--- src/rtl/wino23_pkg.sv ---
package wino23_pkg;
   localparam int N_SAMP = 4;   // samples per window
   localparam int N_TAP  = 3;   // filter taps
   localparam int N_PROD = 4;   // shared products per window
   localparam int N_OUT  = 2;   // results per window
endpackage

--- src/rtl/wino23_taps.sv ---
module wino23_taps
   import wino23_pkg::*;
#(
   parameter int DW = 16
) (
   input  logic                   clk,
   input  logic                   rst,
   input  logic                   load,
   input  logic [N_TAP*DW-1:0]    taps,
   output logic [N_PROD*(DW+2)-1:0] f_bus
);
   localparam int FW = DW + 2;

   logic signed [FW-1:0] gx [N_TAP];
   logic signed [FW-1:0] nxt [N_PROD];
   logic [N_PROD*FW-1:0] f_q;

   for (genvar k = 0; k < N_TAP; k++) begin : g_ext
      assign gx[k] = {{2{taps[k*DW+DW-1]}}, taps[k*DW +: DW]};
   end

   // Halved terms are kept doubled: the two outer terms are doubled instead.
   always_comb begin
      nxt[0] = gx[0] <<< 1;
      nxt[1] = gx[0] + gx[1] + gx[2];
      nxt[2] = gx[0] - gx[1] + gx[2];
      nxt[3] = gx[2] <<< 1;
   end

   always_ff @(posedge clk) begin
      if (rst) begin
         f_q <= '0;
      end else if (load) begin
         for (int k = 0; k < N_PROD; k++) f_q[k*FW +: FW] <= nxt[k];
      end
   end

   assign f_bus = f_q;
endmodule

--- src/rtl/wino23_pre.sv ---
module wino23_pre
   import wino23_pkg::*;
#(
   parameter int DW = 16
) (
   input  logic                      clk,
   input  logic                      rst,
   input  logic                      take,
   input  logic [N_SAMP*DW-1:0]      win,
   input  logic [N_PROD*(DW+2)-1:0]  f_in,
   output logic                      v_q,
   output logic [N_PROD*(DW+1)-1:0]  a_bus,
   output logic [N_PROD*(DW+2)-1:0]  f_bus
);
   localparam int AW = DW + 1;

   logic signed [AW-1:0] s [N_SAMP];
   logic signed [AW-1:0] a [N_PROD];

   for (genvar k = 0; k < N_SAMP; k++) begin : g_ext
      assign s[k] = {win[k*DW+DW-1], win[k*DW +: DW]};
   end

   always_comb begin
      a[0] = s[0] - s[2];
      a[1] = s[1] + s[2];
      a[2] = s[2] - s[1];
      a[3] = s[1] - s[3];
   end

   always_ff @(posedge clk) begin
      if (rst) v_q <= 1'b0;
      else     v_q <= take;
   end

   // Filter terms travel with the window, so later loads cannot reach it.
   always_ff @(posedge clk) begin
      if (take) begin
         for (int k = 0; k < N_PROD; k++) a_bus[k*AW +: AW] <= a[k];
         f_bus <= f_in;
      end
   end
endmodule

--- src/rtl/wino23_mul.sv ---
module wino23_mul
   import wino23_pkg::*;
#(
   parameter int DW = 16
) (
   input  logic                         clk,
   input  logic                         rst,
   input  logic                         v_in,
   input  logic [N_PROD*(DW+1)-1:0]     a_bus,
   input  logic [N_PROD*(DW+2)-1:0]     f_bus,
   output logic                         v_q,
   output logic [N_PROD*(2*DW+3)-1:0]   p_bus
);
   localparam int AW = DW + 1;
   localparam int FW = DW + 2;
   localparam int PW = 2 * DW + 3;

   for (genvar k = 0; k < N_PROD; k++) begin : g_mul
      logic signed [PW-1:0] prod;
      assign prod = $signed(a_bus[k*AW +: AW]) * $signed(f_bus[k*FW +: FW]);
      always_ff @(posedge clk) begin
         if (v_in) p_bus[k*PW +: PW] <= prod;
      end
   end

   always_ff @(posedge clk) begin
      if (rst) v_q <= 1'b0;
      else     v_q <= v_in;
   end
endmodule

--- src/rtl/wino23_post.sv ---
module wino23_post
   import wino23_pkg::*;
#(
   parameter int DW   = 16,
   parameter int FRAC = 15
) (
   input  logic                        clk,
   input  logic                        rst,
   input  logic                        v_in,
   input  logic [N_PROD*(2*DW+3)-1:0]  p_bus,
   output logic                        v_q,
   output logic [N_OUT*DW-1:0]         y_q
);
   localparam int PW = 2 * DW + 3;
   localparam int SW = PW + 2;

   logic signed [SW-1:0] p   [N_PROD];
   logic signed [SW-1:0] sum [N_OUT];

   for (genvar k = 0; k < N_PROD; k++) begin : g_ext
      assign p[k] = SW'($signed(p_bus[k*PW +: PW]));
   end

   assign sum[0] = p[0] + p[1] + p[2];
   assign sum[1] = p[1] - p[2] - p[3];

   for (genvar l = 0; l < N_OUT; l++) begin : g_lane
      logic signed [SW-1:0] half;
      logic signed [SW-1:0] rnd;
      logic [SW-DW:0]       top;
      logic [DW-1:0]        sat;

      assign half = sum[l] >>> 1;

      if (FRAC == 0) begin : g_pass
         assign rnd = half;
      end else begin : g_round
         localparam logic signed [SW-1:0] BIAS = SW'(1) <<< (FRAC - 1);
         assign rnd = (half + BIAS) >>> FRAC;
      end

      assign top = rnd[SW-1:DW-1];

      always_comb begin
         if ((&top) || !(|top))  sat = rnd[DW-1:0];
         else if (rnd[SW-1])     sat = {1'b1, {(DW-1){1'b0}}};
         else                    sat = {1'b0, {(DW-1){1'b1}}};
      end

      always_ff @(posedge clk) begin
         if (v_in) y_q[l*DW +: DW] <= sat;
      end
   end

   always_ff @(posedge clk) begin
      if (rst) v_q <= 1'b0;
      else     v_q <= v_in;
   end

   // the shared products always combine to an even doubled result
   a_r2_even_sum: assert property (@(posedge clk) disable iff (rst)
      v_in |-> (sum[0][0] == 1'b0 && sum[1][0] == 1'b0));
endmodule

--- src/rtl/wino23_unit.sv ---
module wino23_unit
   import wino23_pkg::*;
#(
   parameter int DW   = 16,
   parameter int FRAC = 15
) (
   input  logic                   clk,
   input  logic                   rst,
   input  logic                   in_valid,
   output logic                   in_ready,
   input  logic [N_SAMP*DW-1:0]   in_win,
   input  logic                   tap_load,
   input  logic [N_TAP*DW-1:0]    tap_bus,
   output logic                   out_valid,
   output logic [N_OUT*DW-1:0]    out_y
);
   localparam int AW = DW + 1;
   localparam int FW = DW + 2;
   localparam int PW = 2 * DW + 3;

   if (DW < 4 || FRAC < 0 || FRAC >= 2 * DW) begin : g_bad_cfg
      $error("wino23_unit: DW must be >= 4 and FRAC in [0, 2*DW)");
   end

   logic                     ready_q;
   logic                     take;
   logic [N_PROD*FW-1:0]     f_cur;
   logic                     v1, v2;
   logic [N_PROD*AW-1:0]     a1;
   logic [N_PROD*FW-1:0]     f1;
   logic [N_PROD*PW-1:0]     p2;

   always_ff @(posedge clk) ready_q <= !rst;

   assign in_ready = ready_q;
   assign take     = in_valid && ready_q;

   wino23_taps #(.DW(DW)) u_taps (
      .clk(clk), .rst(rst), .load(tap_load), .taps(tap_bus), .f_bus(f_cur));

   wino23_pre #(.DW(DW)) u_pre (
      .clk(clk), .rst(rst), .take(take), .win(in_win), .f_in(f_cur),
      .v_q(v1), .a_bus(a1), .f_bus(f1));

   wino23_mul #(.DW(DW)) u_mul (
      .clk(clk), .rst(rst), .v_in(v1), .a_bus(a1), .f_bus(f1),
      .v_q(v2), .p_bus(p2));

   wino23_post #(.DW(DW), .FRAC(FRAC)) u_post (
      .clk(clk), .rst(rst), .v_in(v2), .p_bus(p2),
      .v_q(out_valid), .y_q(out_y));

   a_r1_latency: assert property (@(posedge clk) disable iff (rst)
      $past(in_valid && in_ready, 2) |=> out_valid);

   a_r8_no_spurious: assert property (@(posedge clk) disable iff (rst)
      !$past(in_valid && in_ready, 2) |=> !out_valid);

   a_r6_idle_after_reset: assert property (@(posedge clk) disable iff (rst)
      $past(rst) |-> !out_valid);

   a_r5_ready_low_in_reset: assert property (@(posedge clk)
      $past(rst) |-> !in_ready);
endmodule

--- config.mk ---
export PLATFORM = sky130hd
export DESIGN_NAME = wino23_unit
export DESIGN_NICKNAME = d
export VERILOG_FILES = /design/src/rtl/wino23_pkg.sv /design/src/rtl/wino23_taps.sv /design/src/rtl/wino23_pre.sv /design/src/rtl/wino23_mul.sv /design/src/rtl/wino23_post.sv /design/src/rtl/wino23_unit.sv
export SDC_FILE = /design/constraint.sdc
export NUM_CORES = 2
export LEC_CHECK = 0
export ABC_CLOCK_PERIOD_IN_PS = 8800
export BUFFER_PORTS_ARGS = -buffer_cell sky130_fd_sc_hd__buf_2
export CAP_MARGIN = 20
export CORE_UTILIZATION = 35
export DETAILED_ROUTE_END_ITERATION = 12
export SLEW_MARGIN = 10
export SYNTH_ARGS = -nofsm -noshare
export SYNTH_HDL_FRONTEND = slang
export SYNTH_SLANG_ARGS = --single-unit
--- constraint.sdc ---
create_clock -name clk -period 8.8 [get_ports clk]
set_input_delay 0 -clock clk [delete_from_list [all_inputs] [get_ports clk]]
set_output_delay 0 -clock clk [all_outputs]
set_load 0.1 [all_outputs]
# Word-level counts from Yosys, hierarchy flattened
# Index checks and enable logic that the tools add are counted.
[word_totals]
out_inout_bits = 34
reg_bits = 382
inputBits = 116
word_cells = 45
[op_classes]
multipliers = 4
n_reduce_logical = 10
muxes = 4
n_addsub = 14
[op_table]
columns = ["operator", "count"]
rows = [
  ["adder 36 x 16 -> 37 bit, second input constant", 2],
  ["multiplier 17 x 18 -> 35 bit", 2],
  ["subtractor 16 x 16 -> 17 bit", 4],
  ["2-to-1 mux 16 bit", 4],
  ["adder 36 x 35 -> 37 bit", 1],
  ["subtractor 36 x 35 -> 37 bit", 1],
  ["adder 17 x 16 -> 18 bit", 2],
  ["adder 35 x 35 -> 36 bit", 1],
  ["subtractor 35 x 35 -> 36 bit", 1],
  ["adder 16 x 16 -> 17 bit", 2],
  ["multiplier 17 x 17 -> 34 bit", 1],
  ["multiplier 17 x 16 -> 33 bit", 1],
  ["AND reduction 7 bit", 2],
  ["OR reduction 7 bit", 2],
  ["logical NOT 1 bit", 3],
  ["logical OR 1 bit", 2],
  ["logical AND 1 bit", 1],
]

# Longest topological paths before layout
[depth]
ltp_word = 7
mapped_depth = 29
mapped_depth_nobuf = 27

# Modules after synthesis
# Synthesis repeated with hierarchy kept, for this count alone.
[unflattened]
cells_unflattened = 7287
hier_area_um2 = 70426.3
[modules_own_cells]
columns = ["mod", "seq_area_each_um2", "cells_per_inst", "n_inst", "area_per_inst_um2"]
rows = [
  ["wino23_mul", 4224.1, 5091, 1, 49469.9],
  ["wino23_post", 980.9, 1007, 1, 8494.4],
  ["wino23_pre", 4194.0, 606, 1, 7447.1],
  ["wino23_taps", 1341.3, 580, 1, 4984.8],
  ["wino23_unit", 20.0, 3, 1, 30.0],
]

# Worst setup path after synthesis
# OpenSTA, ideal clock, no wires.
[synth_path]
kind = "register to register"
start = "register u_pre.a_bus[26]"
end = "register u_mul.p_bus[69] (data pin)"
stages_incl_launch_ff = 27
setup_slack_ps = 1737
arrival_ps = 6803
setup_time_ps = 260
n_path_buf = 2
t_required_ps = 8540
period_less_slack_ps = 7063
path_cell_list = "edfxtp_1 > clkbuf_1 > clkbuf_1 > nand2_1 > fa_1 > inv_1 > fa_1 > fa_1 > fa_1 > fa_1 > inv_1 > fa_1 > inv_1 > ha_1 > a21o_1 > a21o_1 > a21o_1 > a21o_1 > a21oi_1 > o31ai_1 > a211o_1 > a31o_2 > a41o_1 > or4_1 > a31o_2 > a21oi_1 > xnor2_1"
[synth_via]
elab_chain_cells = 1
[synth_rtl]
columns = ["element", "line", "rtl"]
rows = [
  ["start: declaration", "wino23_pre.sv:12", "output logic [N_PROD*(DW+1)-1:0] a_bus,"],
  ["multiplier 17 x 18 -> 35 bit", "wino23_mul.sv:20", "assign prod = $signed(a_bus[k*AW +: AW]) * $signed(f_bus[k*FW +: FW]);"],
  ["via u_mul.g_mul[1].prod[34]", "wino23_mul.sv:19", "logic signed [PW-1:0] prod;"],
  ["end signal: indexed assignment", "wino23_mul.sv:22", "if (v_in) p_bus[k*PW +: PW] <= prod;"],
  ["end: declaration", "wino23_mul.sv:12", "output logic [N_PROD*(2*DW+3)-1:0] p_bus"],
]
# The timed path passes the listed nets, and every way through them passes these cells.
# A chain may end at the register's enable or synchronous reset.

# Worst setup path in the final report
[layout_path]
start = "register u_pre.a_bus[19]"
end = "register u_mul.p_bus[69] (data pin)"
# The elaborated chain is that of the path after synthesis.

==> impl_metrics.toml <==
[clocking]
clk_latency_ps = 670
cts_sinks = 373
clockRootBuffer = "clkbuf_16"
cts_tree = "done"
clk_path_buf_depth = 3
clk_pin_slew_worst_paths_ps = 70
cts_inserted_buffers = 47
cts_max_level = 2
cts_resized = 0

[sta]
worstMarginPinSlew_ps = 1010
relSlewSlack_pct = 31.8
hold_viol = 0
period_minus_slack_ps = 7790
rsz0062_at_grt = "no"
max_freq_ghz = 0.128
finalSetupViolCount = 0
finalMaxSlewViolations = 0
finalCritPeriodShare_pct = 88.5
finalSetupTns_ps = 0
final.setup_skew_ps = 54.9

[placement]
gp_congestion = 0.970
port_buffers = 149
hpwl_mm = 152

[route]
top_layer = "met5"
routed_wl_mm = 182
detail_route.wl_per_cell_um = 19.4
first_pass_iters = 8
initialDrtViolationCount = 3063
met3_length_mm = 11.9
routed-wl-met2_mm = 81.9
drc = 0
postRouteAntennaNets = 0
drt-met1-wl_mm = 79.7
via_count = 45500
drt-vias-per-instance = 4.84

[grt]
grt_pass1_wl_mm = 284
grt_pass1_vias = 48500
antenna_found_initial = 10
grt_use_total_pct = 19.8
grt_max_degree = 74
grt-ovfl-total = 0

[yosys]
synth_seq_cells = 373
synthFlopType = "edfxtp_1"
synth_edf_count = 302
avgSynthCellArea_um2 = 9.75
ys_seq_area_share_pct = 16.1
synthesis.nets = 8618
synthArstFlopShare_pct = 0
synth_cells = 6689
mappedNetlistArea_um2 = 65200
yosysWarnings = 0
yosysUniqueCellTypes = 81

[layout]
final_common_cell = "inv_1"
nFillCells = 18300
final_nets = 8802
areaGrowthSynthToFinish_pct = 10.0
drive_gt1_share_pct = 3.95
mostFrequentLayoutCells = "inv_1, fa_1, nand2_1, and2_1, ha_1"

[setup_path]
crit_fanout = 18
worstPathRequired_ps = 9210
startpoint = "u_pre.a_bus[19]$_DFFE_PP_"
critical_path_class = "flip-flop to flip-flop"
endpoint_kind = "flip-flop"
crit_end = "u_mul.p_bus[69]$_DFFE_PP_"
crit_path_start_kind = "flip-flop"
arrival_ps = 8190
r2r_slack_ps = 1010
timing.rr.end = "u_mul.p_bus[69]$_DFFE_PP_"
rr_worst_depth = 23
reg2reg_from = "u_pre.a_bus[19]$_DFFE_PP_"

[floorplan]
die_area_um2 = 188000
num_rows = 158
initial_core_util_pct = 35.2
pin_count = 150
core_um2 = 185000
die_width_um = 434
die_h_um = 434

[job]
maxCapViolCount = 0

[status]
status = "finished, final reports clean"

[min_path]
hp-class = "input port to flip-flop"
registers in the layout, indices dropped and copies added (netlist names):
name / flops
u_pre.f_bus: 67
u_mul.v_q: 1
u_pre.v_q: 1
u_mul.p_bus: 136
in_ready: 1
u_post.v_q: 1
u_pre.a_bus: 67
u_post.y_q: 32
u_taps.f_bus: 67
stage by stage:
step | hold WS, ps | util [%] | instances | setup WS (ps) | cell area [um2]
after floorplan | 147 | - | 6689 | 1740 | 65200
after global placement | 282 | 37.0 | 9144 | 1130 | 68500
after detailed placement | 289 | 37.0 | 9144 | 1060 | 68500
after CTS | 1.89 | 38.7 | 9388 | 1090 | 71700
after global routing | 63.0 | 38.8 | 9397 | 687 | 71800
final | 42.9 | 38.8 | 9397 | 1010 | 71800
routing by layer:
layer | vias up | global-route usage (%)
li1 | 20700 | -
met1 | 23300 | 26.6
met2 | 1254 | 31.5
met3 | 282 | 3.63
met4 | 2 | 8.05
met5 | - | 0
logic make-up after synthesis:
logic type      after synthesis  share of synthesized area, %
compound gates              628                          6.20
xor+xnor                    254                          3.41
fa+ha+maj                  1814                          49.7
buf+inv                    1760                          10.1
flops                       373                          16.1
mux                          54                         0.829
simple gates               1806                          13.6
area by class of cell:
class | count | area [um2] | area share [%]
tap | 2480 | 3100 | 4.32
antenna | 7 | 17.5 | 0.0244
clock inverter | 30 | 357 | 0.497
multi-input combinational | 4556 | 48100 | 67.1
timing repair buffer | 323 | 2470 | 3.44
sequential | 373 | 10500 | 14.6
inverter | 1572 | 5900 | 8.22
clock buffer | 56 | 1310 | 1.82
worst min path at each step:
stage | startpoint | to | slack, ps | depth (start not counted)
final | in_win[44] | u_pre.a_bus[46]$_DFFE_PP_ | 40 | 4
after global routing | in_win[34] | u_pre.a_bus[37]$_DFFE_PP_ | 60 | 5
after CTS | in_win[37] | u_pre.a_bus[40]$_DFFE_PP_ | 2 | 5
after detailed placement | tap_bus[11] | u_taps.f_bus[12]$_SDFFE_PP0P_ | 290 | 3
after global placement | tap_bus[11] | u_taps.f_bus[12]$_SDFFE_PP0P_ | 280 | 3
after floorplan | tap_bus[9] | u_taps.f_bus[10]$_SDFFE_PP0P_ | 150 | 2
synth_stat cells, types with 7 or more instances:
library cell	n	area share, %
edfxtp_1	302	14
dfxtp_1	71	2.2
o21a_1	28	0.32
nor2_1	308	1.8
a21oi_1	183	1.4
nand2b_1	43	0.41
buf_1	9	0.052
nand4_1	16	0.15
o211ai_1	11	0.13
o21bai_1	36	0.41
or3_1	11	0.11
and2_1	597	5.7
mux2i_1	54	0.83
nand2_1	652	3.8
ha_1	514	9.9
or2_2	11	0.11
nand3_1	38	0.29
a21boi_0	33	0.38
inv_1	1572	9.0
a211o_1	9	0.12
nor4_1	7	0.067
nand3b_1	10	0.12
a31oi_1	23	0.22
nor3_1	40	0.31
a211oi_1	18	0.21
nor2b_1	29	0.28
xnor2_1	187	2.5
o21ai_0	127	0.97
nor3b_1	9	0.10
xor2_1	67	0.90
a21o_1	81	0.93
o31ai_1	9	0.10
and3_1	17	0.16
clkbuf_1	177	1.0
fa_1	1299	40
repair_timing:
item / in CTS / in global routing
hold endpoints to repair: 117 / 0
endpoints found under the setup margin: 0 / 0
hold buffers: 158 / 0
buffers inserted: 0 / 0
worst max-delay path, cell delays in order (launching register included):
cell and delay, ps:
edfxtp_1 860, nand2_1 180, fa_1 540, fa_1 510
fa_1 530, inv_1 60, fa_1 490, fa_1 490
inv_1 50, fa_1 470, inv_1 40, ha_1 340
a21o_1 230, a211oi_1 190, nor2_1 80, a31oi_1 390
o31ai_1 240, a211o_1 340, a31o_2 260, a41o_1 250
or4_1 430, a31o_2 250, a21oi_1 160, xnor2_1 80
Power is left out: the tool's default activity adds up to more than one toggle a clock period on the data nets, which glitch-free logic cannot reach.
